File: config.mk
export PLATFORM = sky130hd
export DESIGN_NAME = sbc_core
export DESIGN_NICKNAME = d
export VERILOG_FILES = /design/src/rtl/sbc_pkg.sv /design/src/rtl/sbc_decode.sv /design/src/rtl/sbc_stack.sv /design/src/rtl/sbc_locals.sv /design/src/rtl/sbc_core.sv
export SDC_FILE = /design/constraint.sdc
export NUM_CORES = 1
export LEC_CHECK = 0
export BUFFER_PORTS_ARGS = -buffer_cell sky130_fd_sc_hd__buf_4
export CORE_UTILIZATION = 63
export CTS_CLUSTER_DIAMETER = 100
export DETAILED_ROUTE_END_ITERATION = 8
export PLACE_DENSITY = 0.91
export SLEW_MARGIN = 5
export SYNTH_ARGS = -nofsm -noshare
export SYNTH_HDL_FRONTEND = slang
export SYNTH_SLANG_ARGS = --single-unit
File: constraint.sdc
create_clock -name clk -period 6.1 [get_ports clk]
set_clock_uncertainty 0.05 [all_clocks]
set_input_delay 0.305 -clock clk [delete_from_list [all_inputs] [get_ports clk]]
set_output_delay 0.305 -clock clk [all_outputs]
set_load 0.01 [all_outputs]
File: src/rtl/sbc_pkg.sv
package sbc_pkg;

   localparam logic [7:0] OPC_PUSHB  = 8'h10;
   localparam logic [7:0] OPC_PUSH0  = 8'h03;
   localparam logic [7:0] OPC_LOAD1  = 8'h1b;
   localparam logic [7:0] OPC_LOAD2  = 8'h1c;
   localparam logic [7:0] OPC_STORE1 = 8'h3c;
   localparam logic [7:0] OPC_STORE2 = 8'h3d;
   localparam logic [7:0] OPC_STORE3 = 8'h3e;
   localparam logic [7:0] OPC_ADD    = 8'h60;
   localparam logic [7:0] OPC_RET    = 8'hb1;

   typedef enum logic [2:0] {
      K_BAD, K_PUSHB, K_PUSH0, K_LOAD, K_STORE, K_ADD, K_RET
   } kind_e;

   typedef struct packed {
      kind_e      kind;
      logic       has_imm;
      logic [1:0] slot;
      logic [1:0] pops;
      logic       push;
   } dec_t;

   typedef enum logic [1:0] {
      STK_NONE, STK_PUSH, STK_POP, STK_REPL2
   } stk_op_e;

   typedef enum logic [2:0] {
      S_IDLE, S_FETCH, S_DECODE, S_OPND, S_EXEC
   } state_e;

endpackage

File: src/rtl/sbc_decode.sv
module sbc_decode
   import sbc_pkg::*;
(
   input  logic [7:0] opc_i,
   output dec_t       dec_o
);

   always_comb begin
      dec_o = '{kind: K_BAD, has_imm: 1'b0, slot: 2'd0, pops: 2'd0, push: 1'b0};
      unique case (opc_i)
         OPC_PUSHB:  begin dec_o.kind = K_PUSHB; dec_o.has_imm = 1'b1; dec_o.push = 1'b1; end
         OPC_PUSH0:  begin dec_o.kind = K_PUSH0; dec_o.push = 1'b1; end
         OPC_LOAD1:  begin dec_o.kind = K_LOAD;  dec_o.slot = 2'd1; dec_o.push = 1'b1; end
         OPC_LOAD2:  begin dec_o.kind = K_LOAD;  dec_o.slot = 2'd2; dec_o.push = 1'b1; end
         OPC_STORE1: begin dec_o.kind = K_STORE; dec_o.slot = 2'd1; dec_o.pops = 2'd1; end
         OPC_STORE2: begin dec_o.kind = K_STORE; dec_o.slot = 2'd2; dec_o.pops = 2'd1; end
         OPC_STORE3: begin dec_o.kind = K_STORE; dec_o.slot = 2'd3; dec_o.pops = 2'd1; end
         OPC_ADD:    begin dec_o.kind = K_ADD;   dec_o.pops = 2'd2; dec_o.push = 1'b1; end
         OPC_RET:    begin dec_o.kind = K_RET; end
         default:    ;
      endcase
   end

endmodule

File: src/rtl/sbc_stack.sv
module sbc_stack
   import sbc_pkg::*;
#(
   parameter int DATA_W = 32,
   parameter int DEPTH  = 8,
   localparam int PTR_W = $clog2(DEPTH + 1)
) (
   input  logic              clk,
   input  logic              rst_n,
   input  logic              clr_i,
   input  stk_op_e           op_i,
   input  logic [DATA_W-1:0] wdata_i,
   output logic [DATA_W-1:0] tos_o,
   output logic [DATA_W-1:0] nos_o,
   output logic [PTR_W-1:0]  depth_o
);

   logic [DATA_W-1:0] ent [DEPTH];
   logic [PTR_W-1:0]  sp;

   for (genvar g = 0; g < DEPTH; g++) begin : g_ent
      logic wr;
      assign wr = ((op_i == STK_PUSH)  && (sp == PTR_W'(g))) ||
                  ((op_i == STK_REPL2) && (sp == PTR_W'(g + 2)));
      always_ff @(posedge clk) begin
         if (!rst_n || clr_i) ent[g] <= '0;
         else if (wr)         ent[g] <= wdata_i;
      end
   end

   always_ff @(posedge clk) begin
      if (!rst_n || clr_i) sp <= '0;
      else begin
         unique case (op_i)
            STK_PUSH:            sp <= sp + PTR_W'(1);
            STK_POP, STK_REPL2:  sp <= sp - PTR_W'(1);
            default:             ;
         endcase
      end
   end

   always_comb begin
      tos_o = '0;
      nos_o = '0;
      for (int i = 0; i < DEPTH; i++) begin
         if (sp == PTR_W'(i + 1)) tos_o = ent[i];
         if (sp == PTR_W'(i + 2)) nos_o = ent[i];
      end
   end

   assign depth_o = sp;

endmodule

File: src/rtl/sbc_locals.sv
module sbc_locals #(
   parameter int DATA_W     = 32,
   parameter int NUM_LOCALS = 4,
   localparam int IDX_W     = $clog2(NUM_LOCALS)
) (
   input  logic              clk,
   input  logic              rst_n,
   input  logic              clr_i,
   input  logic              we_i,
   input  logic [IDX_W-1:0]  widx_i,
   input  logic [DATA_W-1:0] wdata_i,
   input  logic [IDX_W-1:0]  ridx_i,
   output logic [DATA_W-1:0] rdata_o,
   input  logic [IDX_W-1:0]  dbg_idx_i,
   output logic [DATA_W-1:0] dbg_data_o
);

   logic [DATA_W-1:0] slot [NUM_LOCALS];

   for (genvar g = 0; g < NUM_LOCALS; g++) begin : g_slot
      always_ff @(posedge clk) begin
         if (!rst_n || clr_i)                        slot[g] <= '0;
         else if (we_i && (widx_i == IDX_W'(g)))     slot[g] <= wdata_i;
      end
   end

   always_comb begin
      rdata_o    = '0;
      dbg_data_o = '0;
      for (int i = 0; i < NUM_LOCALS; i++) begin
         if (ridx_i    == IDX_W'(i)) rdata_o    = slot[i];
         if (dbg_idx_i == IDX_W'(i)) dbg_data_o = slot[i];
      end
   end

endmodule

File: src/rtl/sbc_core.sv
module sbc_core
   import sbc_pkg::*;
#(
   parameter int          DATA_W      = 32,
   parameter int          ADDR_W      = 8,
   parameter int          STACK_DEPTH = 8,
   parameter int          NUM_LOCALS  = 4,
   parameter logic [7:0]  RESET_PC    = 8'h00,
   localparam int         PTR_W       = $clog2(STACK_DEPTH + 1),
   localparam int         IDX_W       = $clog2(NUM_LOCALS)
) (
   input  logic              clk,
   input  logic              rst_n,
   input  logic              start_i,
   output logic [ADDR_W-1:0] pmem_addr_o,
   input  logic [7:0]        pmem_data_i,
   output logic              done_o,
   output logic              err_o,
   input  logic [IDX_W-1:0]  dbg_sel_i,
   output logic [DATA_W-1:0] dbg_data_o
);

   if (DATA_W < 16) begin : g_bad_data_w
      $error("sbc_core: DATA_W must be at least 16");
   end
   if (STACK_DEPTH < 2) begin : g_bad_depth
      $error("sbc_core: STACK_DEPTH must be at least 2");
   end
   if (NUM_LOCALS < 4) begin : g_bad_locals
      $error("sbc_core: NUM_LOCALS must be at least 4");
   end
   if (ADDR_W < 8) begin : g_bad_addr_w
      $error("sbc_core: ADDR_W must be at least 8");
   end

   state_e            state;
   logic [ADDR_W-1:0] pc;
   dec_t              dec_d, dec_q;
   logic              done_q, err_q;

   stk_op_e           stk_op;
   logic [DATA_W-1:0] stk_wdata, tos, nos;
   logic [PTR_W-1:0]  stk_depth;
   logic              clr;

   logic              lcl_we;
   logic [DATA_W-1:0] lcl_rdata;

   logic              underflow, overflow, fault;
   logic [PTR_W:0]    depth_after;

   sbc_decode u_dec (
      .opc_i (pmem_data_i),
      .dec_o (dec_d)
   );

   sbc_stack #(.DATA_W(DATA_W), .DEPTH(STACK_DEPTH)) u_stk (
      .clk     (clk),
      .rst_n   (rst_n),
      .clr_i   (clr),
      .op_i    (stk_op),
      .wdata_i (stk_wdata),
      .tos_o   (tos),
      .nos_o   (nos),
      .depth_o (stk_depth)
   );

   sbc_locals #(.DATA_W(DATA_W), .NUM_LOCALS(NUM_LOCALS)) u_lcl (
      .clk        (clk),
      .rst_n      (rst_n),
      .clr_i      (clr),
      .we_i       (lcl_we),
      .widx_i     (IDX_W'(dec_q.slot)),
      .wdata_i    (tos),
      .ridx_i     (IDX_W'(dec_q.slot)),
      .rdata_o    (lcl_rdata),
      .dbg_idx_i  (dbg_sel_i),
      .dbg_data_o (dbg_data_o)
   );

   assign clr = (state == S_IDLE) && start_i;

   assign underflow   = {1'b0, stk_depth} < (PTR_W + 1)'(dec_q.pops);
   assign depth_after = {1'b0, stk_depth} + (PTR_W + 1)'(dec_q.push)
                        - (PTR_W + 1)'(dec_q.pops);
   assign overflow    = !underflow && (depth_after > (PTR_W + 1)'(STACK_DEPTH));
   assign fault       = (dec_q.kind == K_BAD) || underflow || overflow;

   always_comb begin
      stk_op    = STK_NONE;
      stk_wdata = '0;
      lcl_we    = 1'b0;
      if (state == S_EXEC && !fault) begin
         unique case (dec_q.kind)
            K_PUSHB: begin
               stk_op    = STK_PUSH;
               stk_wdata = {{(DATA_W - 8){pmem_data_i[7]}}, pmem_data_i};
            end
            K_PUSH0: stk_op = STK_PUSH;
            K_LOAD: begin
               stk_op    = STK_PUSH;
               stk_wdata = lcl_rdata;
            end
            K_STORE: begin
               stk_op = STK_POP;
               lcl_we = 1'b1;
            end
            K_ADD: begin
               stk_op    = STK_REPL2;
               stk_wdata = tos + nos;
            end
            default: ;
         endcase
      end
   end

   always_ff @(posedge clk) begin
      if (!rst_n) begin
         state  <= S_IDLE;
         pc     <= ADDR_W'(RESET_PC);
         dec_q  <= '{kind: K_BAD, has_imm: 1'b0, slot: 2'd0, pops: 2'd0, push: 1'b0};
         done_q <= 1'b0;
         err_q  <= 1'b0;
      end else begin
         unique case (state)
            S_IDLE: if (start_i) begin
               pc     <= ADDR_W'(RESET_PC);
               done_q <= 1'b0;
               err_q  <= 1'b0;
               state  <= S_FETCH;
            end
            S_FETCH: state <= S_DECODE;
            S_DECODE: begin
               dec_q <= dec_d;
               pc    <= pc + ADDR_W'(1);
               state <= dec_d.has_imm ? S_OPND : S_EXEC;
            end
            S_OPND: state <= S_EXEC;
            S_EXEC: begin
               if (fault) begin
                  err_q <= 1'b1;
                  state <= S_IDLE;
               end else if (dec_q.kind == K_RET) begin
                  done_q <= 1'b1;
                  state  <= S_IDLE;
               end else begin
                  if (dec_q.has_imm) pc <= pc + ADDR_W'(1);
                  state <= S_FETCH;
               end
            end
            default: state <= S_IDLE;
         endcase
      end
   end

   assign pmem_addr_o = pc;
   assign done_o      = done_q;
   assign err_o       = err_q;

endmodule

Yosys cells after proc, flatten, opt, wreduce, memory -nomap -nowiden
Memories as Yosys holds them, arrays and structs flattened.
Index checks and enable logic that the tools add are counted.
- bits in registers: 26
- bits in writable memories: 384
- output and inout port bits: 42
- memories: 2
- memories (memory ; depth ; bits a word ; read ports ; clocked after memory_dff ; write ports ; RTL line ; RTL):
    u_stk.ent ; 8 ; 32 ; 8 ; 0 ; 8 ; sbc_stack.sv:18 ; logic [DATA_W-1:0] ent [DEPTH];
    u_lcl.slot ; 4 ; 32 ; 4 ; 0 ; 4 ; sbc_locals.sv:18 ; logic [DATA_W-1:0] slot [NUM_LOCALS];
- add/sub/neg operators: 6
- $lt $le $gt $ge: 2
- eq/ne operators: 43
- multiplexer cells: 102
- bitwise logic cells: 12
- reduce and logical (&&, ||, !) cells: 55
- operator list (cell ; count):
    32-bit two-way mux ; 37
    32-bit one-hot mux with 3 select lines ; 1
    1-bit two-way mux ; 48
    32-bit adder ; 1
    8-bit two-way mux ; 4
    8-bit by 5-bit == test with 1-bit output, second input constant ; 3
    8-bit by 6-bit == test with 1-bit output, second input constant ; 3
    8-bit one-hot mux with 3 select lines ; 1
    1-bit logical AND ; 23
    3-bit one-hot mux with 6 select lines ; 1
    4-bit by 3-bit == test with 1-bit output, second input constant ; 4
    3-bit one-hot mux with 5 select lines ; 1
    2-bit == test, second input constant ; 6
    3-bit by 2-bit == test with 1-bit output, second input constant ; 4
    3-bit == test, second input constant ; 4
    1-bit bitwise OR ; 12
    2-bit one-hot mux with 3 select lines ; 2
    1-bit logical OR ; 11
    2-bit != test, second input constant ; 5
    8-bit by 1-bit adder with 8-bit output, second input constant ; 1
    4-bit by 2-bit == test with 1-bit output, second input constant ; 2
    4-bit == test, second input constant ; 2
    8-bit by 2-bit == test with 1-bit output, second input constant ; 1
    8-bit by 7-bit == test with 1-bit output, second input constant ; 1
    other kinds (28) ; 42

Logic depth before layout (Yosys ltp)
Gate-level depths: netlist of run 1.
- word-level depth: 15
- depth in mapped cells: 23

Modules after synthesis
Synthesis of run 1 repeated with hierarchy kept, for this count alone.
- cell total of the unflattened synthesis: 2427
- area, all modules: 25826.0 um^2
- by module, submodules not included (module ; instances ; cells each ; area an instance (um^2) ; sequential area each (um^2)):
    sbc_stack ; 1 ; 1509 ; 15653.8 ; 7767.4
    sbc_locals ; 1 ; 402 ; 6412.4 ; 3843.7
    sbc_core ; 1 ; 480 ; 3537.1 ; 440.4
    sbc_decode ; 1 ; 36 ; 222.7 ; 0.0

Least setup slack after synthesis of run 1
No wires, ideal clock.
- path type: register to register
- from: register u_stk.sp[0] (netlist: u_stk.depth_o[0])
- to: memory u_lcl.slot[0][0] (enable)
- arrival: 5.118 ns
- data required time: 5.584 ns
- slack: 0.466 ns
- stages on the path, launching flop included: 16
- path buffers: 0
- period minus slack after synthesis: 5.634 ns
- cell sequence: dfxtp_1 inv_1 ha_1 inv_1 ha_1 inv_1 fa_1 inv_1 o32ai_1 or4_1 nand3_2 nor3_4 nand2_1 nor4_2 inv_1 o21ai_0
- RTL lines (element ; RTL line ; RTL):
    start, declared ; sbc_stack.sv:19 ; logic [PTR_W-1:0] sp;
    start signal, assigned ; sbc_stack.sv:35 ; STK_PUSH: sp <= sp + PTR_W'(1);
    start signal, assigned ; sbc_stack.sv:36 ; STK_POP, STK_REPL2: sp <= sp - PTR_W'(1);
    end, declared ; sbc_locals.sv:18 ;

==> impl_results.md, run 1 <==
- Period Utilization, post-route: 0.978
- Synth Instances: 2,177
- Reg clk slew, reported paths: roughly 0.060 ns
- Crit path kind: flip-flop to flip-flop
- Post-route ant nets: 0
- Largest net degree at the start of global routing: 66
- DP Cell Count: approximately 2,600
- Synth area leaders: edfxtp_1 51%, nor2_1 8.0%, mux4_2 6.3%
- Ys async rst share: 0
- Critical Path RT: 6.32 ns
- Slew Limit Fails: 0
- Register area share after synthesis: 0.530
- Post-Syn Nets: 2,238
- Cts bufs inserted: 41
- Pwr/cell area: roughly 250 nW/um2
- Status: finished clean
- DR vias: between 15,000 and 20,000
- Layout cells sized above 1: 0.136
- Min Clock Period, post-route: slightly below 6 ns
- Post-route DRC: 0
- P_leak: roughly 8.7 nW
- Final net count: ~2,200
- Worst-margin pin slew: roughly 1.1 ns
- Synth Warn #: 0
- Clock latency on the worst-skew pair: approximately 0.56 ns
- Initial DRC Count: ~3,800
- CTS tree: yes
- Hpwl dp: 44,100 um
- Max Cap Viol: 0
- Placer Congestion: about 1.0
- Hold Vio Cnt, Final: 0
- DIE AREA: ~37,000 um2
- Cts hold-fix bufs: 0
- Die X: roughly 190 um
- Row cnt: slightly below 70
- DP Worst Slack: 0.135 ns
- Setup violations, final: 0
- Clock Tree Buf Depth: 3
- PnR worst setup slack: between 0.1 and 0.15 ns
- Final Core Density: 0.699
- Leading cell type by number of instances after synthesis: nor2_1
- Routed vias/inst: between 7 and 8
- Synthesis-to-layout area growth: 9.24%
- Setup tns final: 0 ns
- Top_reg_cell synth: edfxtp_1
- DRT Pass-1 Iters: 8
- VDD IR max: 0.000309 V
- Worst EP arrival: about 6.2 ns
- GRT Util Overall: 0.365
- Mapped Avg Cell Area: ~10 um2
- DR WL met3: 10,300 um
- CP max FO: 30
- Net switching power: between 0.001 and 0.0015 W
- Cell area after synthesis: between 20,000 and 25,000 um2
- Starting Density: 0.640
- Non-filler cells, final: about 2,700
- Startpoint types: flip-flop
- Met2 WL: between 30,000 and 40,000 um
- EDFF count, synth: around 380
- CP Capture Type: flip-flop
- Sequential share of power: 0.555
- Most area-hungry cell type in the Yosys netlist: edfxtp_1
- First-pass GRT wire length: ~100,000 um
- Synth Register Bits: between 400 and 500
- Detailed Route WL: approximately 70,000 um
- Core Footprint: roughly 36,000 um2
- Internal: 0.00469 W
- Commonest cells post-synth: 487 x nor2_1, 384 x edfxtp_1, 202 x nand2_1
- Min-Delay Path Class: primary input to flip-flop
- Vert. Die Dim: slightly below 200 um
- Net Sw Frac: 0.232
- Initial antenna violation count: 2
- Num ports: 55
- Peak Freq: approximately 170 MHz
- Logic pwr share: 0.062
- Port bufs: 54
- CTS sink count: ~400
- M1 wire length: about 24,000 um
- Count of cell types in the netlist: 82
- Top sig layer: met5
- Total grt overflow: 0
- Post-synth top area share: 0.507
- Number of global-route vias before repair: around 18,000
- Share of power burned in the clock network: 0.383
- Max transition margin: 0.269
- H-tree depth: 2
- Drt wl/cell: between 20 and 30 um
- Final Hold Slack: 0.0453 ns
- Root buffer cell: clkbuf_16
[critical path, stage by stage (launching register included)]
cell and delay [ns]:
dfxtp_1 0.40, inv_1 0.12, ha_1 0.30, buf_4 0.23, nand2_1 0.28, buf_12 0.27
nor2_1 0.07, o311ai_1 0.49, o21ai_0 0.23, o21ai_0 0.40, o21ai_0 0.14, o21ai_0 0.23
ha_1 0.28, nand2_1 0.09, o21ba_1 0.22, a21boi_1 0.13, a311oi_1 0.48, o22ai_1 0.18
o21ai_0 0.44, xnor2_1 0.18, o22a_1 0.36, nor2_1 0.11
[path summary, 6_finish.rpt]
path                                       from                        endpoint  slack, ns  depth (start not counted)
setup / recovery  u_stk.depth_o[3]$_SDFFE_PP0P_  u_stk.ent[0][93]$_SDFFCE_PN0P_       0.14                         21
hold / removal                            rst_n           dec_q[6]$_SDFFE_PN0N_       0.05                          3
setup reg to reg  u_stk.depth_o[3]$_SDFFE_PP0P_  u_stk.ent[0][93]$_SDFFCE_PN0P_       0.14                         21
hold reg to reg             done_o$_SDFFE_PN0P_             done_o$_SDFFE_PN0P_       0.44                          2
[power by group through the flow]
stage               clock (W)  combinational (W)  sequential [W]
finish                0.00233           0.000378         0.00339
global route          0.00242           0.000399         0.00340
CTS                   0.00232           0.000371         0.00338
detailed placement          0           0.000367         0.00343
global placement            0           0.000360         0.00341
floorplan                   0           0.000226         0.00340
[sequential cells by signal, summed over array words and instances (netlist names)]
name and count:
done_o 1, u_stk.depth_o 4, u_lcl.slot 128, pmem_addr_o 8, state 3, err_o 1
u_stk.ent 256, dec_q 9
[through the flow]
step / cell area [um2] / total power [W]
after CTS: 24800 / 0.00607
after floorplan: 22800 / 0.00362
final: 24900 / 0.00610
after detailed placement: 23600 / 0.00380
after global routing: 24900 / 0.00622
after global placement: 23600 / 0.00377
[logic make-up after synthesis]
logic type	synth area share
AO/OA/AOI/OAI	0.166
buffers and inverters	0.0391
flip-flops	0.530
XOR/XNOR	0.0150
multiplexers	0.0669
adder cells (fa/ha/maj)	0.0271
AND/OR/NAND/NOR	0.156
[routing by layer]
metal  vias up  global-route usage
li1       8136                   -
met5         -                   0
met3       283              0.0789
met1      9084               0.487
met4         2               0.153
met2      1784               0.579
[final cells by class]
cell class / instances / area (um2)
inverter: 57 / 214
multi-input combinational: 1541 / 9880
tap: 461 / 577
clock buffer: 50 / 1060
fill: 2318 / 10700
sequential: 410 / 12100
clock inverter: 19 / 123
antenna: 2 / 5.00
timing repair buffer: 118 / 948
[what timing repair did]
item                                   in CTS  in global routing
endpoints found under the hold margin       0                  0
buffers inserted                            0                  0
setup endpoints to repair                   0                152
gates resized for setup                     0                  5
[cells in the final DEF, fill, tap and decap left out, types with 6 or more instances in the layout]
cell,Yosys,final
edfxtp_1,384,384
o311ai_0,62,61
nand4_1,12,12
a221oi_1,68,68
dfxtp_1,26,25
buf_4,1,113
nand2_2,7,11
nand2b_1,6,6
clkbuf_1,124,9
nor3_1,7,7
and2_1,12,8
ha_1,46,44
clkbuf_16,0,41
mux2i_1,7,7
o21ai_0,163,161
o21ai_1,8,8
mux4_2,64,64
or2_2,7,7
inv_1,56,56
nand3_1,58,58
and3_1,7,7
xor2_1,19,19
a221oi_2,11,11
a21o_1,8,8
nor2_1,487,485
nor2b_1,6,6
o211ai_1,36,36
a21oi_1,79,79
a31oi_1,10,10
nand2_1,202,198
xnor2_1,20,20
clkinv_1,0,10
o22ai_1,6,6
o221ai_1,33,33
Power figures use the tool's default switching activity.
==> inputs of run 2 (changes only) <==
Settings changed: RECOVER_POWER from default to 25.
==> run 2 against run 1 <==
The run now ends with capacitance limit, slew limit left. Cell area down 0.87%. Clock power about the same. Sequential share of layout area up 0.42 points. Routed wire length about the same. Register-to-register slack better by 0.02 ns. Cell count about the same. Sequential power about the same. Highest routed layer unchanged. Flip-flop and latch count unchanged. Combinational power down 5.3%. Critical path depth down 3. Largest power group unchanged. Setup slack better by 0.023 ns. Total power down 0.30%.
==> impl_results.md, run 2 (synthesis results as in run 1) <==
- Setup tns final: 0 ns
- Pwr/cell area: 247 nW/um2
- Number of global-route vias before repair: between 15,000 and 20,000
- Min-Delay Path Class: primary input to flip-flop
- CP Capture Type: flip-flop
- Most common cell after layout, fill and taps aside: nor2_1
- Worst-margin pin slew: between 2 and 3 ns
- Post-route ant nets: 0
- Layout cells sized above 1: 0.112
- CTS sink count: 410
- Startpoint types: flip-flop
- DR vias: slightly below 20,000
- Port bufs: 54
- Routed vias/inst: 7.28
- Drt wl/cell: between 20 and 30 um
- Min Clock Period, post-route: 5.94 ns
- Busiest grt layer: met2
- Max Cap Viol: 4
- Initial antenna violation count: 2
- Core Footprint: 35,600 um2
- Final net count: between 2,000 and 2,500
- Met2 Use GR: 0.579
- Max transition margin: -0.812
- Vert. Die Dim: roughly 190 um
- DIE AREA: 36,900 um2
- Crit path kind: flip-flop to flip-flop
- Met3 usage: 0.0789
- GRT Util Overall: 0.365
- Largest Register: u_stk.ent
- Cts hold-fix bufs: 0
- ANT cells: 0
- P_leak: 8.54 nW
- Top flop regs: u_stk.ent (256), u_lcl.slot (128), dec_q (9)
- Num ports: between 50 and 60
- Worst EP arrival: between 6 and 7 ns
- Clock latency on the worst-skew pair: approximately 0.56 ns
- Starting Density: 0.640
- Root buffer cell: clkbuf_16
- Peak Freq: 168 MHz
- Grt met1 use: 0.487
- Detailed Route WL: roughly 69,000 um
- Hpwl dp: about 44,000 um
- VDD IR max: a little over 0.0003 V
- Placer Congestion: around 1.0
- Period Utilization, post-route: 0.974
- Hold Vio Cnt, Final: 0
- Clock Tree Buf Depth: 3
- DRT Pass-1 Iters: 8
- Synthesis-to-layout area growth: 8.30%
- Slew Limit Fails: ~130
- Initial DRC Count: roughly 3,800
- Total grt overflow: 0
- First-pass GRT wire length: ~100,000 um
- CTS tree: yes
- Reg clk slew, reported paths: about 0.060 ns
- Largest net degree at the start of global routing: 66
- H-tree depth: 2
- Die X: about 190 um
- Post CTS Setup Buffer Count: 0
- Setup violations, final: 0
- Row cnt: 69
- Max reg flops: about 260
- Failing checks: capacitance limit, slew limit
- Cts bufs inserted: roughly 40
- Most frequent cells in the layout: 485 x nor2_1, 384 x edfxtp_1, 199 x nand2_1, 162 x o21ai_0, 79 x a21oi_1
- Post-route DRC: 0
- Status: finished with violations
- CP max FO: 18
- Final Core Density: 0.693
- Critical Path RT: approximately 6.3 ns
==> run 2: cell count changes in the layout (fill, tap and decap cells not counted), sizes merged <==
cell,previous run,this run
buf,118,67
diode,2,0
clkbuf,50,101
==> run 2: worst paths after layout <==
kind | slack [ns] | end | from | cells past startpoint
max | 0.16 | u_stk.ent[0][93]$_SDFFCE_PN0P_ | u_stk.depth_o[1]$_SDFFE_PP0P_ | 18
min | 0.05 | dec_q[6]$_SDFFE_PN0N_ | rst_n | 3
max reg2reg | 0.16 | u_stk.ent[0][93]$_SDFFCE_PN0P_ | u_stk.depth_o[1]$_SDFFE_PP0P_ | 18
min reg2reg | 0.44 | done_o$_SDFFE_PN0P_ | done_o$_SDFFE_PN0P_ | 2
==> run 2: power by group <==
part	switching [W]	internal, W
Clock	0.00106	0.00127
Sequential	0.000109	0.00328
Combinational	0.000243	0.000115
Total	0.00141	0.00467
==> run 2: worst max-delay path, stage by stage (launching register included) <==
cell and delay, ns:
dfxtp_1 0.48, ha_1 0.50, and2_4 0.44, a221oi_1 0.15
o311ai_0 0.38, o21ai_0 0.30, o21ai_0 0.36, o21ai_0 0.13
o21ai_0 0.18, ha_1 0.25, o211ai_1 0.14, o211ai_1 0.33
a21boi_1 0.21, a311oi_1 0.49, o22ai_1 0.19, o21ai_0 0.44
xnor2_1 0.18, o22a_1 0.35, nor2_1 0.11
==> run 2: layout make-up <==
class / instances / area (um2)
repair buffers: 118 / 761
multi-input cells: 1541 / 9860
inverters: 57 / 214
fillers: 2385 / 10900
clock inverters: 19 / 123
flip-flops and latches: 410 / 12100
well taps: 461 / 577
clock buffers: 50 / 1060
==> run 2: routing by layer <==
| layer | part of all wire | wire, um |
|---|---|---|
| met4 | 0.044 | 3020 |
| met1 | 0.35 | 24100 |
| met3 | 0.15 | 10000 |
| met5 | 0.00019 | 13 |
| met2 | 0.46 | 31500 |
==> run 2: through the flow <==
step	instances	area [um2]	hold slack [ns]	total power, W	setup slack, ns
2_1_floorplan	2177	22800	0.393	0.00362	0.466
3_3_place_gp	2585	23600	0.416	0.00377	0.411
3_5_place_dp	2585	23600	0.436	0.00380	0.135
4_1_cts	2654	24800	0.0270	0.00607	0.0957
5_1_grt	2656	24600	0.0616	0.00620	-0.000463
6_report	2656	24600	0.0459	0.00608	0.159
==> run 2: timing repair <==
action                     CTS  global route
hold endpoints to repair     0             0
setup endpoints to repair    0           152
resized for setup            0             5
